<file path="src/rtl/owrl_pkg.sv">
// Package: shared state type, command codes and decode result for the
// single-wire ROM command layer. Assumes 8-bit command codes.
package owrl_pkg;

    typedef enum logic [2:0] {
        ST_WAIT   = 3'd0,  // idle until the next bus reset
        ST_CMD    = 3'd1,  // collecting the command byte
        ST_READ   = 3'd2,  // sending the identity
        ST_MATCH  = 3'd3,  // comparing master bits with the identity
        ST_SEARCH = 3'd4,  // bit-wise search dialogue
        ST_FUNC   = 3'd5   // selected, function layer owns the bus
    } rom_state_t;

    localparam logic [7:0] CODE_READ    = 8'h33;
    localparam logic [7:0] CODE_MATCH   = 8'h55;
    localparam logic [7:0] CODE_SEARCH  = 8'hF0;
    localparam logic [7:0] CODE_SKIP    = 8'hCC;
    localparam logic [7:0] CODE_RESUME  = 8'hA5;
    localparam logic [7:0] CODE_FSKIP   = 8'h3C;
    localparam logic [7:0] CODE_FMATCH  = 8'h69;

    typedef struct packed {
        rom_state_t next;     // state entered after the command byte
        logic       clr_ctx;  // clear the resume-context flag
        logic       set_od;   // select fast speed
    } cmd_action_t;

endpackage

</file>
<file path="src/rtl/owrl_cmd_shift.sv">
// Module: collects the command byte one bit at a time, least significant
// bit first. Assumes shift_en pulses once per received bit and that clear
// is held whenever no command byte is being collected.
module owrl_cmd_shift #(
    parameter int CMD_W = 8,
    localparam int CNT_W = $clog2(CMD_W)
) (
    input  logic             clk,
    input  logic             rst_n,
    input  logic             clear,
    input  logic             shift_en,
    input  logic             bit_in,
    output logic [CMD_W-1:0] byte_next,
    output logic             last_bit
);

    logic [CMD_W-2:0] sr;
    logic [CNT_W-1:0] cnt;

    // The byte as it stands once the incoming bit is included.
    assign byte_next = {bit_in, sr};
    assign last_bit  = (cnt == CNT_W'(CMD_W - 1));

    // Shift register and bit counter for the byte under collection.
    always_ff @(posedge clk) begin
        if (!rst_n || clear) begin
            sr  <= '0;
            cnt <= '0;
        end else if (shift_en) begin
            sr  <= byte_next[CMD_W-1:1];
            cnt <= cnt + 1'b1;
        end
    end

endmodule

</file>
<file path="src/rtl/owrl_cmd_decode.sv">
// Module: maps a complete command byte and the resume-context flag to
// the next state and the flag updates. Purely combinational.
module owrl_cmd_decode
    import owrl_pkg::*;
(
    input  logic [7:0]  code,
    input  logic        ctx,
    output cmd_action_t act
);

    // Decode the command byte into an action.
    always_comb begin
        act = '{next: ST_WAIT, clr_ctx: 1'b0, set_od: 1'b0};
        unique case (code)
            CODE_READ:   act = '{next: ST_READ,   clr_ctx: 1'b1, set_od: 1'b0};
            CODE_MATCH:  act = '{next: ST_MATCH,  clr_ctx: 1'b1, set_od: 1'b0};
            CODE_SEARCH: act = '{next: ST_SEARCH, clr_ctx: 1'b1, set_od: 1'b0};
            CODE_SKIP:   act = '{next: ST_FUNC,   clr_ctx: 1'b1, set_od: 1'b0};
            CODE_FSKIP:  act = '{next: ST_FUNC,   clr_ctx: 1'b1, set_od: 1'b1};
            CODE_FMATCH: act = '{next: ST_MATCH,  clr_ctx: 1'b1, set_od: 1'b1};
            CODE_RESUME: act = '{next: ctx ? ST_FUNC : ST_WAIT,
                                 clr_ctx: 1'b0, set_od: 1'b0};
            default:     act = '{next: ST_WAIT,   clr_ctx: 1'b0, set_od: 1'b0};
        endcase
    end

endmodule

</file>
<file path="src/rtl/owrl_id_select.sv">
// Module: picks one bit of the constant identity by index. Assumes the
// index stays below ID_W.
module owrl_id_select #(
    parameter int          ID_W   = 64,
    parameter logic [63:0] ROM_ID = 64'h5C00_0012_3456_783A,
    localparam int         IDX_W  = $clog2(ID_W)
) (
    input  logic [IDX_W-1:0] idx,
    output logic             id_bit
);

    localparam logic [ID_W-1:0] ID_VEC = ROM_ID[ID_W-1:0];

    // Bit selection from the constant identity.
    assign id_bit = ID_VEC[idx];

endmodule

</file>
<file path="src/rtl/owrl_rom_layer.sv">
// Module: addressing layer of a single-wire bus slave. After each bus
// reset it collects a command byte and runs the read, match, search,
// skip, resume or fast-speed dialogue, then enables the function layer.
// Assumes the front end gives exactly one strobe per time slot:
// bit_rx_valid for write slots and bit_tx_req for read slots, and that
// bit_tx is sampled combinationally while bit_tx_req is high.
module owrl_rom_layer #(
    parameter int          ID_W   = 64,
    parameter logic [63:0] ROM_ID = 64'h5C00_0012_3456_783A,
    parameter int          CMD_W  = 8
) (
    input  logic clk,
    input  logic rst_n,
    input  logic reset_seen,
    input  logic reset_long,
    input  logic bit_rx_valid,
    input  logic bit_rx,
    input  logic bit_tx_req,
    output logic bit_tx,
    output logic func_enable,
    output logic overdrive
);
    import owrl_pkg::*;

    localparam int IDX_W = $clog2(ID_W);
    localparam logic [IDX_W-1:0] IDX_LAST = IDX_W'(ID_W - 1);

    rom_state_t       state;
    logic [IDX_W-1:0] idx;
    logic [1:0]       phase;
    logic             resume_ctx;
    logic             od_q;
    logic             id_bit;
    logic [CMD_W-1:0] cmd_byte;
    logic             cmd_last;
    logic             cmd_shift;
    cmd_action_t      act;

    assign cmd_shift = (state == ST_CMD) && bit_rx_valid && !reset_seen;

    owrl_cmd_shift #(.CMD_W(CMD_W)) u_shift (
        .clk       (clk),
        .rst_n     (rst_n),
        .clear     (reset_seen || (state != ST_CMD)),
        .shift_en  (cmd_shift),
        .bit_in    (bit_rx),
        .byte_next (cmd_byte),
        .last_bit  (cmd_last)
    );

    owrl_cmd_decode u_decode (
        .code (cmd_byte[7:0]),
        .ctx  (resume_ctx),
        .act  (act)
    );

    owrl_id_select #(.ID_W(ID_W), .ROM_ID(ROM_ID)) u_id (
        .idx    (idx),
        .id_bit (id_bit)
    );

    // Main dialogue state machine with the two sticky flags.
    always_ff @(posedge clk) begin
        if (!rst_n) begin
            state      <= ST_WAIT;
            idx        <= '0;
            phase      <= 2'd0;
            resume_ctx <= 1'b0;
            od_q       <= 1'b0;
        end else if (reset_seen) begin
            state <= ST_CMD;
            idx   <= '0;
            phase <= 2'd0;
            if (reset_long) od_q <= 1'b0;
        end else begin
            unique case (state)
                ST_CMD: if (bit_rx_valid && cmd_last) begin
                    state <= act.next;
                    idx   <= '0;
                    phase <= 2'd0;
                    if (act.clr_ctx) resume_ctx <= 1'b0;
                    if (act.set_od)  od_q       <= 1'b1;
                end
                ST_READ: if (bit_tx_req) begin
                    if (idx == IDX_LAST) state <= ST_FUNC;
                    else                 idx   <= idx + 1'b1;
                end
                ST_MATCH: if (bit_rx_valid) begin
                    if (bit_rx != id_bit) begin
                        state <= ST_WAIT;
                    end else if (idx == IDX_LAST) begin
                        state      <= ST_FUNC;
                        resume_ctx <= 1'b1;
                    end else begin
                        idx <= idx + 1'b1;
                    end
                end
                ST_SEARCH: begin
                    if (phase != 2'd2) begin
                        if (bit_tx_req) phase <= phase + 1'b1;
                    end else if (bit_rx_valid) begin
                        phase <= 2'd0;
                        if (bit_rx != id_bit) begin
                            state <= ST_WAIT;
                        end else if (idx == IDX_LAST) begin
                            state      <= ST_FUNC;
                            resume_ctx <= 1'b1;
                        end else begin
                            idx <= idx + 1'b1;
                        end
                    end
                end
                default: ;
            endcase
        end
    end

    // Bit offered to the front end for the current read slot.
    always_comb begin
        bit_tx = 1'b1;
        if (state == ST_READ) begin
            bit_tx = id_bit;
        end else if (state == ST_SEARCH) begin
            if (phase == 2'd0)      bit_tx = id_bit;
            else if (phase == 2'd1) bit_tx = ~id_bit;
        end
    end

    assign func_enable = (state == ST_FUNC);
    assign overdrive   = od_q;

    // a bus reset withdraws the function layer's enable.
    a_r2_reset_drops_func: assert property (@(posedge clk) disable iff (!rst_n)
        reset_seen |=> !func_enable);

    // a long reset returns to normal speed.
    a_r2_long_reset_clears_od: assert property (@(posedge clk) disable iff (!rst_n)
        (reset_seen && reset_long) |=> !overdrive);

    // a short reset keeps the speed.
    a_r2_short_reset_keeps_od: assert property (@(posedge clk) disable iff (!rst_n)
        (reset_seen && !reset_long) |=> (overdrive == $past(overdrive)));

    // the resume context is only gained by completing an address dialogue.
    a_r8_ctx_from_dialogue: assert property (@(posedge clk) disable iff (!rst_n)
        $rose(resume_ctx) |-> ($past(state) inside {ST_MATCH, ST_SEARCH}));

    // the function layer is entered only from a command or a finished dialogue.
    a_r5_func_entry: assert property (@(posedge clk) disable iff (!rst_n)
        $rose(func_enable) |-> ($past(state) inside {ST_CMD, ST_READ, ST_MATCH, ST_SEARCH}));

    // the line is released outside the sending steps.
    a_r11_release_idle: assert property (@(posedge clk) disable iff (!rst_n)
        (state inside {ST_WAIT, ST_CMD, ST_MATCH, ST_FUNC}) |-> bit_tx);

    // the search step counter stays within its three steps.
    a_r6_phase_legal: assert property (@(posedge clk) disable iff (!rst_n)
        (state == ST_SEARCH) |-> (phase != 2'd3));

endmodule

</file>
<file path="config.mk">
export PLATFORM = sky130hd
export DESIGN_NAME = owrl_rom_layer
export DESIGN_NICKNAME = d
export VERILOG_FILES = /design/src/rtl/owrl_pkg.sv /design/src/rtl/owrl_cmd_shift.sv /design/src/rtl/owrl_cmd_decode.sv /design/src/rtl/owrl_id_select.sv /design/src/rtl/owrl_rom_layer.sv
export SDC_FILE = /design/constraint.sdc
export NUM_CORES = 1
export LEC_CHECK = 0
export BUFFER_PORTS_ARGS = -buffer_cell sky130_fd_sc_hd__buf_2
export CORE_UTILIZATION = 60
export DETAILED_ROUTE_END_ITERATION = 10
export PLACE_DENSITY = 0.79
export SLEW_MARGIN = 25
export SYNTH_ARGS = -nofsm -noshare
export SYNTH_HDL_FRONTEND = slang
export SYNTH_SLANG_ARGS = --single-unit
</file>
<file path="constraint.sdc">
create_clock -name clk -period 3.55 [get_ports clk]
set_input_delay 0.1775 -clock clk [delete_from_list [all_inputs] [get_ports clk]]
set_output_delay 0.1775 -clock clk [all_outputs]
set_load 0.02 [all_outputs]
</file>
==> reports/metrics.yaml <==
status:
  status: "finished clean"
critical_path:
  arrival_ps: 3440
  cp.required_ps: 3740
  max_stage_delay_ps: 400
  crit_top_cell: "ha_1"
  cp-start-kind: "flop"
  crit_type: "reg2reg"
  cp_num_buf_inv: 1
  crit_fanout: 5
  cp_cell_sequence: "ha_1, ha_1, a21oi_1, a21oi_1, o21a_1, nand3_1, o21ai_2, and2_1, inv_1, ha_1, or3_1, a311oi_1, a211oi_1"
  cp-end-kind: "flop"
  slowest_stage: "dfxtp_1"
  crit_family: "compound AO/OA/AOI/OAI gates"
logic_synthesis:
  synthArstFlopShare: 0
  synthAdderAreaFrac: 0.0568
  yosys_warnings: 0
  synth_area_um2: 1760
  ys.flop_type: "dfxtp_1"
  synth_compound_area_frac: 0.287
  synth_top_area_share: 0.273
  synth_top_family_by_area: "simple AND/OR/NAND/NOR gates"
  synth_cells: 213
  synth.ff_latch_count: 24
  synth-simple-area-share: 0.289
  synthesis.nets: 228
  avgSynthCellArea_um2: 8.28
  synth-xor-area-share: 0.0199
  synth_cell_types: 62
  ys_top_cells_by_area: "dfxtp_1, o221a_2, ha_1"
  synthMuxAreaShare: 0.0177
  synth_edf_count: 0
  synth_top_cell_by_area: "dfxtp_1"
  synth_seq_area_share: 0.273
place:
  dpl_cell_area_um2: 1790
  hpwl_um: 3150
  place_inst: 244
  gp_congestion: 1.00
  placement.io_buffers: 9
drt:
  avgRoutedWirePerCell_um: 16.7
  vias_per_cell: 6.75
  route.met2.wl_um: 1870
  antenna_left: 0
  drc: 0
  dr.pass1.iters: 4
  wl_met1_um: 1900
  drt_iter0_drc: 106
  dr.max_layer_used: "met4"
  drt_wl_total_um: 4150
  wl_met3_um: 300
  num_vias: 1674
sta:
  setup_viol: 0
  max_freq_mhz: 308
  post-route-period-util: 0.915
  worst_pin_slew_ps: 922
  hold_viol_final: 0
  finalMaxSlewViolations: 0
  clock-skew-final_ps: 25.0
  fin_setup_tns_ps: 0
  maxSlewHeadroom: 0.381
  grt_setup_unrepaired: "no"
  fin_crit_ps: 3250
floorplan:
  start_util: 0.634
  dieArea_um2: 3160
  fp.dieH_um: 56.2
  rows: 19
  core_area_um2: 2780
  boundaryPins: 10
  die_x_um: 56.2
global_route:
  grt_max_degree: 15
  grt_use_total: 0.276
  grt_pass1_wl_um: 7080
  antenna_found_initial: 0
  grt_overflow: 0
  grt_pass1_vias: 1550
clock_tree:
  hold_buffers: 0
  clk_pin_slew_ps: 150
  cts.path.max_buffers: 2
  clock_latency_ps: 320
  cts_tree: "built"
  cts.sinks: 24
  h-tree-depth: 1
  cts_made_buffers: 3
  ctsRootBufferMaster: "clkbuf_4"
cells_and_area:
  layoutNonFillerInstCount: 248
  syn_to_final_growth_pct: 4.83
  drive_gt1_frac: 0.161
  final_cell_mix: "dfxtp_1, nor2_1, nand2_1"
  layout_commonest_cell: "dfxtp_1"
  final_nets: 233
  antennaDiodeCount: 0
  stdcell_area_um2: 1850
power_and_ir_drop:
  pwr_density_cell_nw_per_um2: 276
  ir_worst_vdd_v: 0.000305
  p_leak_nw: 0.758
run:
  max_cap_viol_count: 0
min_path:
  min_path_type: "in2reg"
## cell type report
type	instances	area [µm²]
fillers	240	933
inverters	12	45.0
multi-input cells	168	1190
clock buffers	3	22.5
repair buffers	9	45.0
clock inverters	1	30.0
flip-flops and latches	24	480
well taps	31	38.8
## per-stage QoR
step | util | worst slack, ps | power [W] | hold WS (ps)
4_1_cts | 0.663 | 283 | 0.000511 | 124
6_report | 0.664 | 301 | 0.000511 | 126
3_3_place_gp | 0.644 | 511 | 0.000316 | 454
2_1_floorplan | - | 809 | 0.000307 | 305
5_1_grt | 0.664 | 69.0 | 0.000524 | 127
3_5_place_dp | 0.644 | 341 | 0.000317 | 476
## per-layer routing
layer,vias to the layer above,track usage
met5,-,0
met4,0,0.108
met3,10,0.0372
met2,84,0.437
met1,776,0.380
li1,804,-
## path summary, 6_finish.rpt
path                   from         to  slack, ps  cells past startpoint
max          u_shift.cnt[0]     id_bit        300                     13
min              reset_long  overdrive        130                      3
max reg2reg  u_shift.cnt[0]     id_bit        300                     13
min reg2reg       overdrive  overdrive        520                      1
## cells in the mapped netlist (4+ instances only)
library cell / n
inv_1: 12
o21a_1: 4
dfxtp_1: 24
ha_1: 8
a21oi_1: 11
nor2_1: 17
nand2_1: 16
nand3_1: 8
o221a_2: 10
nor2b_1: 11
o21ai_0: 11
## where the power goes
part	switching (W)	internal, W
logic	0.0000250	0.0000120
registers	0.00000386	0.000271
clock network	0.0000847	0.000114
total	0.000114	0.000397
## state kept, by name, summed over array words and instances, names as in the netlist
register	cells
id_bit	1
overdrive	1
state	3
phase	2
u_shift.cnt	3
idx	6
resume_ctx	1
u_shift.sr	7
## worst reg2reg max path: cells and delay by family, from the launching register on
kind,cells,cell delay (ps)
AO/OA/AOI/OAI,6,1250
AND/OR/NAND/NOR,3,760
adder cells (fa/ha/maj),3,620
flip-flops,1,400
buffers and inverters,1,90
## repair_timing
| action | 4_1_cts | 5_1_grt |
|---|---|---|
| resized for setup | 0 | 1 |
| setup endpoints to repair | 0 | 1 |
| buffers inserted | 0 | 0 |
## cell families after synthesis
group,count (synthesis)
fa+ha+maj,8
flops,24
simple gates,87
mux,3
buf+inv,21
xor+xnor,4
compound gates,66
(Power assumes the default switching activity.)
